$ cat config.mk
export PLATFORM = sky130hd
export DESIGN_NAME = burst4_sram_dp
export DESIGN_NICKNAME = d
export VERILOG_FILES = /design/src/rtl/b4_pkg.sv /design/src/rtl/b4_cmd_gate.sv /design/src/rtl/b4_wr_demux.sv /design/src/rtl/b4_word_array.sv /design/src/rtl/b4_rd_mux.sv /design/src/rtl/burst4_sram_dp.sv
export SDC_FILE = /design/constraint.sdc
export NUM_CORES = 2
export LEC_CHECK = 0
export BUFFER_PORTS_ARGS = -buffer_cell sky130_fd_sc_hd__buf_2
export CAP_MARGIN = 20
export CORE_ASPECT_RATIO = 1.25
export CORE_MARGIN = 5
export CORE_UTILIZATION = 41
export CTS_CLUSTER_DIAMETER = 60
export DETAILED_ROUTE_END_ITERATION = 8
export MAX_ROUTING_LAYER = met4
export SETUP_SLACK_MARGIN = 0.05
export SYNTH_ARGS = -nofsm -noshare
export SYNTH_HDL_FRONTEND = slang
export SYNTH_MEMORY_MAX_BITS = 65536
export SYNTH_SLANG_ARGS = --single-unit
$ cat constraint.sdc
create_clock -name clk -period 6 [get_ports clk]
set_input_delay 1.2 -clock clk [delete_from_list [all_inputs] [get_ports clk]]
set_output_delay 1.2 -clock clk [all_outputs]
set_load 0.01 [all_outputs]
$ cat src/rtl/b4_pkg.sv
`timescale 1ns/1ps
package b4_pkg;
  localparam int BURST = 4;

  typedef logic [1:0] beat_ptr_t;

  // byte-enable fields per beat for a given bus width
  function automatic int lanes_for(input int dw);
    if (dw == 8) return 2;
    if (dw == 9) return 1;
    return dw / 9;
  endfunction

  function automatic bit is_wide(input int dw);
    return (dw >= 18);
  endfunction
endpackage

$ cat src/rtl/b4_cmd_gate.sv
`timescale 1ns/1ps
module b4_cmd_gate
  import b4_pkg::*;
#(
  parameter int AW   = 6,
  parameter int PAW  = 8,
  parameter bit WIDE = 1'b1
) (
  input  logic          clk,
  input  logic          rst_n,
  input  logic          cmd_vld,
  input  logic          cmd_wr,
  input  logic [PAW-1:0] cmd_addr,
  output logic          acc_wr,
  output logic          acc_rd,
  output beat_ptr_t     start,
  output logic [AW-1:0] idx,
  output logic          cmd_err
);
  logic busy_q, busy_d;
  logic err_q, err_d;
  logic acc;

  generate
    if (WIDE) begin : g_wide
      assign start = cmd_addr[1:0];
      assign idx   = cmd_addr[PAW-1:2];
    end else begin : g_narrow
      assign start = '0;
      assign idx   = cmd_addr;
    end
  endgenerate

  assign acc    = cmd_vld & ~busy_q;
  assign acc_wr = acc & cmd_wr;
  assign acc_rd = acc & ~cmd_wr;

  always_comb begin
    busy_d = acc;
    err_d  = cmd_vld & busy_q;
  end

  always_ff @(posedge clk or negedge rst_n) begin
    if (!rst_n) begin
      busy_q <= 1'b0;
      err_q  <= 1'b0;
    end else begin
      busy_q <= busy_d;
      err_q  <= err_d;
    end
  end

  assign cmd_err = err_q;
endmodule

$ cat src/rtl/b4_wr_demux.sv
`timescale 1ns/1ps
module b4_wr_demux
  import b4_pkg::*;
#(
  parameter int DW = 18,
  parameter int NL = 2,
  parameter int AW = 6,
  localparam int WW = BURST * DW,
  localparam int WB = BURST * NL
) (
  input  logic          clk,
  input  logic          rst_n,
  input  logic          acc_wr,
  input  beat_ptr_t     start,
  input  logic [AW-1:0] idx,
  input  logic [DW-1:0] wd0,
  input  logic [DW-1:0] wd1,
  input  logic [NL-1:0] wbe0,
  input  logic [NL-1:0] wbe1,
  output logic          collecting,
  output logic          pend_vld,
  output logic [AW-1:0] pend_idx,
  output logic [WW-1:0] pend_data,
  output logic [WB-1:0] pend_be,
  output logic          arr_we,
  output logic [AW-1:0] arr_idx,
  output logic [WW-1:0] arr_data,
  output logic [WB-1:0] arr_be
);
  logic          col_q, col_d;
  logic          pv_q, pv_d;
  beat_ptr_t     h_s;
  logic [AW-1:0] h_idx;
  logic [DW-1:0] h_d0, h_d1;
  logic [NL-1:0] h_be0, h_be1;
  logic [AW-1:0] p_idx;
  logic [WW-1:0] p_data;
  logic [WB-1:0] p_be;
  logic [WW-1:0] asm_d;
  logic [WB-1:0] asm_be;
  logic [DW-1:0] bd [BURST];
  logic [NL-1:0] bb [BURST];

  assign bd[0] = h_d0;
  assign bd[1] = h_d1;
  assign bd[2] = wd0;
  assign bd[3] = wd1;
  assign bb[0] = h_be0;
  assign bb[1] = h_be1;
  assign bb[2] = wbe0;
  assign bb[3] = wbe1;

  // arrival beat k lands in slice start+k, wrapping
  always_comb begin
    beat_ptr_t sl;
    asm_d  = '0;
    asm_be = '0;
    for (int k = 0; k < BURST; k++) begin
      sl = h_s + beat_ptr_t'(k);
      asm_d[int'(sl)*DW +: DW]  = bd[k];
      asm_be[int'(sl)*NL +: NL] = bb[k];
    end
  end

  always_comb begin
    col_d = acc_wr;
    pv_d  = pv_q | col_q;
  end

  always_ff @(posedge clk or negedge rst_n) begin
    if (!rst_n) begin
      col_q <= 1'b0;
      pv_q  <= 1'b0;
    end else begin
      col_q <= col_d;
      pv_q  <= pv_d;
    end
  end

  always_ff @(posedge clk) begin
    if (acc_wr) begin
      h_s   <= start;
      h_idx <= idx;
      h_d0  <= wd0;
      h_d1  <= wd1;
      h_be0 <= wbe0;
      h_be1 <= wbe1;
    end
    if (col_q) begin
      p_idx  <= h_idx;
      p_data <= asm_d;
      p_be   <= asm_be;
    end
  end

  // the older pending word is committed when a newer burst completes
  assign arr_we     = col_q & pv_q;
  assign arr_idx    = p_idx;
  assign arr_data   = p_data;
  assign arr_be     = p_be;
  assign collecting = col_q;
  assign pend_vld   = pv_q;
  assign pend_idx   = p_idx;
  assign pend_data  = p_data;
  assign pend_be    = p_be;
endmodule

$ cat src/rtl/b4_word_array.sv
`timescale 1ns/1ps
module b4_word_array #(
  parameter int AW = 6,
  parameter int WB = 8,
  parameter int LW = 9,
  localparam int WW    = WB * LW,
  localparam int DEPTH = 1 << AW
) (
  input  logic          clk,
  input  logic          we,
  input  logic [AW-1:0] widx,
  input  logic [WW-1:0] wdata,
  input  logic [WB-1:0] wbe,
  input  logic [AW-1:0] ridx,
  output logic [WW-1:0] rdata
);
  logic [WW-1:0] mem [DEPTH];

  always_ff @(posedge clk) begin
    if (we) begin
      for (int b = 0; b < WB; b++) begin
        if (wbe[b]) mem[widx][b*LW +: LW] <= wdata[b*LW +: LW];
      end
    end
  end

  assign rdata = mem[ridx];
endmodule

$ cat src/rtl/b4_rd_mux.sv
`timescale 1ns/1ps
module b4_rd_mux
  import b4_pkg::*;
#(
  parameter int DW = 18,
  parameter int NL = 2,
  parameter int AW = 6,
  localparam int WW = BURST * DW,
  localparam int WB = BURST * NL,
  localparam int LW = DW / NL
) (
  input  logic          clk,
  input  logic          rst_n,
  input  logic          acc_rd,
  input  beat_ptr_t     start,
  input  logic [AW-1:0] ridx,
  input  logic [WW-1:0] arr_rdata,
  input  logic          pend_vld,
  input  logic [AW-1:0] pend_idx,
  input  logic [WW-1:0] pend_data,
  input  logic [WB-1:0] pend_be,
  output logic [DW-1:0] rd_d0,
  output logic [DW-1:0] rd_d1,
  output logic          rd_vld
);
  logic          hit;
  logic [WW-1:0] mrg;
  logic [WW-1:0] wq;
  beat_ptr_t     sq;
  logic          st1_q, st1_d, st2_q, st2_d, rv_q, rv_d;
  logic [DW-1:0] d0_q, d0_d, d1_q, d1_d;
  beat_ptr_t     p0, p1, p2, p3;

  assign hit = pend_vld && (pend_idx == ridx);

  generate
    for (genvar b = 0; b < WB; b++) begin : g_lane
      assign mrg[b*LW +: LW] = (hit && pend_be[b]) ? pend_data[b*LW +: LW]
                                                   : arr_rdata[b*LW +: LW];
    end
  endgenerate

  always_comb begin
    p0    = sq;
    p1    = sq + 2'd1;
    p2    = sq + 2'd2;
    p3    = sq + 2'd3;
    st1_d = acc_rd;
    st2_d = st1_q;
    rv_d  = st1_q | st2_q;
    if (st1_q) begin
      d0_d = wq[int'(p0)*DW +: DW];
      d1_d = wq[int'(p1)*DW +: DW];
    end else if (st2_q) begin
      d0_d = wq[int'(p2)*DW +: DW];
      d1_d = wq[int'(p3)*DW +: DW];
    end else begin
      d0_d = '0;
      d1_d = '0;
    end
  end

  always_ff @(posedge clk or negedge rst_n) begin
    if (!rst_n) begin
      st1_q <= 1'b0;
      st2_q <= 1'b0;
      rv_q  <= 1'b0;
      d0_q  <= '0;
      d1_q  <= '0;
    end else begin
      st1_q <= st1_d;
      st2_q <= st2_d;
      rv_q  <= rv_d;
      d0_q  <= d0_d;
      d1_q  <= d1_d;
    end
  end

  always_ff @(posedge clk) begin
    if (acc_rd) begin
      wq <= mrg;
      sq <= start;
    end
  end

  assign rd_d0  = d0_q;
  assign rd_d1  = d1_q;
  assign rd_vld = rv_q;
endmodule

$ cat src/rtl/burst4_sram_dp.sv
`timescale 1ns/1ps
module burst4_sram_dp
  import b4_pkg::*;
#(
  parameter int DW = 18,
  parameter int AW = 6,
  localparam int NL   = lanes_for(DW),
  localparam int LW   = DW / NL,
  localparam int WW   = BURST * DW,
  localparam int WB   = BURST * NL,
  localparam bit WIDE = is_wide(DW),
  localparam int PAW  = WIDE ? AW + 2 : AW
) (
  input  logic           clk,
  input  logic           rst_n,
  input  logic           cmd_vld,
  input  logic           cmd_wr,
  input  logic [PAW-1:0] cmd_addr,
  input  logic [DW-1:0]  wr_d0,
  input  logic [DW-1:0]  wr_d1,
  input  logic [NL-1:0]  wr_be0,
  input  logic [NL-1:0]  wr_be1,
  output logic [DW-1:0]  rd_d0,
  output logic [DW-1:0]  rd_d1,
  output logic           rd_vld,
  output logic           cmd_err
);
  logic          acc_wr, acc_rd;
  beat_ptr_t     start;
  logic [AW-1:0] idx;
  logic          collecting;
  logic          pend_vld;
  logic [AW-1:0] pend_idx;
  logic [WW-1:0] pend_data;
  logic [WB-1:0] pend_be;
  logic          arr_we;
  logic [AW-1:0] arr_idx;
  logic [WW-1:0] arr_wdata, arr_rdata;
  logic [WB-1:0] arr_be;

  b4_cmd_gate #(.AW(AW), .PAW(PAW), .WIDE(WIDE)) u_gate (
    .clk(clk), .rst_n(rst_n), .cmd_vld(cmd_vld), .cmd_wr(cmd_wr),
    .cmd_addr(cmd_addr), .acc_wr(acc_wr), .acc_rd(acc_rd),
    .start(start), .idx(idx), .cmd_err(cmd_err)
  );

  b4_wr_demux #(.DW(DW), .NL(NL), .AW(AW)) u_demux (
    .clk(clk), .rst_n(rst_n), .acc_wr(acc_wr), .start(start), .idx(idx),
    .wd0(wr_d0), .wd1(wr_d1), .wbe0(wr_be0), .wbe1(wr_be1),
    .collecting(collecting), .pend_vld(pend_vld), .pend_idx(pend_idx),
    .pend_data(pend_data), .pend_be(pend_be), .arr_we(arr_we),
    .arr_idx(arr_idx), .arr_data(arr_wdata), .arr_be(arr_be)
  );

  b4_word_array #(.AW(AW), .WB(WB), .LW(LW)) u_array (
    .clk(clk), .we(arr_we), .widx(arr_idx), .wdata(arr_wdata),
    .wbe(arr_be), .ridx(idx), .rdata(arr_rdata)
  );

  b4_rd_mux #(.DW(DW), .NL(NL), .AW(AW)) u_rdmux (
    .clk(clk), .rst_n(rst_n), .acc_rd(acc_rd), .start(start), .ridx(idx),
    .arr_rdata(arr_rdata), .pend_vld(pend_vld), .pend_idx(pend_idx),
    .pend_data(pend_data), .pend_be(pend_be),
    .rd_d0(rd_d0), .rd_d1(rd_d1), .rd_vld(rd_vld)
  );

  // an accepted read shows valid data two cycles later
  a_r3_read_latency: assert property (@(posedge clk) disable iff (!rst_n)
    acc_rd |-> ##2 rd_vld);

  // valid never lasts a single cycle
  a_r10_valid_pair: assert property (@(posedge clk) disable iff (!rst_n)
    $rose(rd_vld) |=> rd_vld);

  // lanes quiet outside a read burst
  a_r9_idle_quiet: assert property (@(posedge clk) disable iff (!rst_n)
    !rd_vld |-> (rd_d0 == '0 && rd_d1 == '0));

  // nothing accepted while a write collects its second beat pair
  a_r8_no_accept_mid: assert property (@(posedge clk) disable iff (!rst_n)
    collecting |-> !(acc_wr || acc_rd));

  // the error flag follows a real command strobe
  a_r8_err_source: assert property (@(posedge clk) disable iff (!rst_n)
    cmd_err |-> $past(cmd_vld));
endmodule

==> summary.md <==
| Metric | Value |
|---|---|
| Count of clock tree sinks | 4859 |
| Type of element launching the critical path | flop |
| Kind of end point of the critical path | flop |
| Post-synthesis area per instance | 19.6 um2 |
| Cell taking the most area after synthesis | sky130_fd_sc_hd__edfxtp_1 |
| Initial antenna violation count | 55 |
| Asr flop ratio synth | 0.885% |
| Type of the most critical hold path | input port to async pin |
| Run status | finished, final reports clean |
| Synth top cells by count | sky130_fd_sc_hd__edfxtp_1, sky130_fd_sc_hd__mux4_2, sky130_fd_sc_hd__mux2i_1 |
| Port Buf Inserts | 89 |
| VDD IR-drop max | 0.000265 V |
| Reported max-cap violation count | 0 |
| Mean number of vias per cell | 6.16 |
| Core area | 466000 um2 |
| Top-Level Pins | 90 |
| Crit path time final | 4.28 ns |
| Resize count post-CTS | 0 |
| Most common cell in the synthesized netlist | sky130_fd_sc_hd__edfxtp_1 |
| Max H-tree Level | 5 |
| Post-Route WL | 597 mm |
| Worst Max-Slew Pin Slew | 1.42 ns |
| TritonCTS Buffers | 448 |
| Relative slew slack | 5.34% |
| Number of library cell types mapped by synthesis | 72 |
| Number of global-route vias before repair | 102000 |
| Count of final hold-check violations | 0 |
| Max Clock Skew | 0.111 ns |
| Count of TritonRoute iterations in the first routing pass | 7 |
| Setup slack at placement | 1.28 ns |
| Final total negative setup slack | 0 ns |
| Non-Filler Cell Area, Final | 217000 um2 |
| Standard-cell row count | 280 |
| Total vias in the final route | 104000 |
| Hold buffer count at cts | 0 |
| Clock tree root buffer cell | sky130_fd_sc_hd__clkbuf_16 |
| Initial core utilization | 41.2% |
| Final Worst Setup Slack | 1.72 ns |
| Leakage | 68.2 nW |
| Maximum buffer depth of the clock tree | 4 |
| Vertical extent of the die | 775 um |
| Kind of critical path | flop to flop |
| Post CTS Setup Buffer Count | 0 |
| Unrepaired setup endpoints after global routing | false |
| Clock input transition at the sequential cells of the worst setup and hold paths | 0.07 ns |
| Number of nets produced by synthesis | 9818 |
| Most used flip-flop cell after synthesis | sky130_fd_sc_hd__edfxtp_1 |
| Cell types occupying the most area after synthesis | sky130_fd_sc_hd__edfxtp_1, sky130_fd_sc_hd__mux4_2, sky130_fd_sc_hd__mux2i_1 |
| Placement-stage cell area | 201000 um2 |
| DRC errors left | 0 |
| Routed length per instance | 35.4 um |
| Warnings from Yosys | 0 |
| Share of layout cells above drive strength 1 | 22.0% |
| Mapped Cells | 9758 |
| Area of the die | 482000 um2 |
| Fin nets | 10200 |
| Sequential cell area fraction in the yosys report | 76.0% |
| Maximum clock frequency | 234 MHz |
| CTS tree | built |
| Die X | 622 um |
| Area overhead of the layout relative to synthesis | 13.2% |
| Number of flops mapped to enable cells by yosys | 4816 |
| WP data arrival | 4.85 ns |
| Highest fanout seen on the critical path | 9 |
| Drt initial violations | 14600 |
| Wire length of the first global-routing pass | 823 mm |
| Data required, critical path | 6.57 ns |
| Post-synthesis cell area | 192000 um2 |
| Setup violators final | 0 |
| Post-layout power | 71.1 mW |
| Pin count of the biggest net entering global routing | 136 |
| GRT Overall Usage | 24.9% |
| Post-DRT Antenna Nets | 0 |
| Cell area power density | 327 nW/um2 |
| Register bit total from synthesis | 4859 |
| Count of pins over their slew limit | 0 |
| Final weighted congestion in routability-driven placement | 0.952 |
| GRT Residual Overflow | 0 |
| Yosys top cell area share | 75.4% |
| Half-perimeter wire length of the detailed placement result | 387 mm |
| Clock latency on the worst-skew pair | 1.07 ns |
| Fin crit share | 71.3% |
-- placed cells by master, fill, tap and decap left out, drive strengths merged, types with 112 or more instances in the layout --
master | netlist | routed
a21oi | 264 | 264
a22oi | 416 | 416
buf | 379 | 525
clkbuf | 239 | 510
clkinv | 3 | 227
diode | 0 | 156
edfxtp | 4816 | 4816
mux2 | 157 | 157
mux2i | 668 | 668
mux4 | 858 | 858
nand2 | 275 | 275
nand3 | 112 | 112
nor2 | 610 | 610
o221ai | 159 | 159
o22ai | 153 | 153
-- layout make-up --
type | instances | area [um2]
tap | 6204 | 7760
clock buffer | 506 | 11500
clock inverter | 339 | 4030
inverter | 19 | 71.3
fill | 38500 | 249000
timing repair buffer | 529 | 4470
antenna | 156 | 390
multi-input combinational | 4262 | 43100
sequential | 4859 | 146000
-- final timing paths --
path / startpoint / to / slack [ns] / cells past startpoint
setup reg to reg: u_demux.arr_idx[0] / u_array.mem[24][53] / 1.72 / 5
max in group asynchronous: rst_n / u_demux.collecting / 4.95 / 2
min in group clk: cmd_vld / u_gate.cmd_err / 0.36 / 2
setup / recovery: u_demux.arr_idx[0] / u_array.mem[24][53] / 1.72 / 5
hold / removal: rst_n / u_rdmux.rd_d1[9] / 0.36 / 2
hold reg to reg: u_demux.h_idx[4] / u_demux.arr_idx[4] / 0.43 / 0
-- registers in the layout, summed over array words and instances (netlist names) --
register	flops
u_demux.h_d0	18
u_rdmux.st1_q	1
u_demux.h_s	2
u_demux.collecting	1
u_demux.arr_be	8
u_demux.h_idx	6
u_demux.h_d1	18
u_demux.arr_idx	6
u_rdmux.p0	2
u_gate.cmd_err	1
u_rdmux.rd_d1	18
u_demux.h_be0	2
u_rdmux.st2_q	1
u_demux.pend_vld	1
u_rdmux.rd_d0	18
u_demux.h_be1	2
u_array.mem	4608
u_rdmux.wq	72
u_gate.busy_q	1
u_demux.arr_data	72
u_rdmux.rd_vld	1
-- per-stage QoR --
| step | hold WS [ns] | std cells | utilization (%) |
|---|---|---|---|
| 2_1_floorplan | 0.400 | 9758 | - |
| 3_3_place_gp | 0.402 | 15800 | 43.0 |
| 4_1_cts | 0.286 | 16700 | 46.4 |
| 6_report | 0.357 | 16900 | 46.6 |
| 5_1_grt | 0.332 | 16900 | 46.6 |
| 3_5_place_dp | 0.406 | 15800 | 43.1 |
-- worst max-delay path, cell delays in order, from the launching register on --
cell	delay [ns]
sky130_fd_sc_hd__edfxtp_1	0.54
sky130_fd_sc_hd__nor3_1	0.91
sky130_fd_sc_hd__nand2_1	0.83
sky130_fd_sc_hd__buf_16	0.41
sky130_fd_sc_hd__buf_4	0.19
sky130_fd_sc_hd__nor2_1	0.89
-- cells by family (layout without fill, tap and decap cells) --
family,Yosys count,count (layout),synth area share [%]
buffers and inverters,637,1393,1.65
multiplexers,1683,1683,14.5
XOR/XNOR,8,8,0.0365
AND/OR/NAND/NOR,1224,1224,2.78
other,0,156,0
flip-flops,4859,4859,76.0
adder cells (fa/ha/maj),8,8,0.0522
AO/OA/AOI/OAI,1339,1339,5.00
-- report_power, final --
part | total [mW] | switching, mW | internal (mW)
Clock | 30.0 | 13.0 | 17.0
Sequential | 37.4 | 0.132 | 37.3
Combinational | 3.66 | 2.47 | 1.19
-- metal layers --
metal	up-vias	wire length (um)	track usage [%]
met5	-	0	-
li1	41500	-	-
met4	0	36000	13.0
met2	5965	283000	38.1
met1	55300	224000	31.8
met3	1207	54300	4.67
Power figures use the tool's default switching activity.
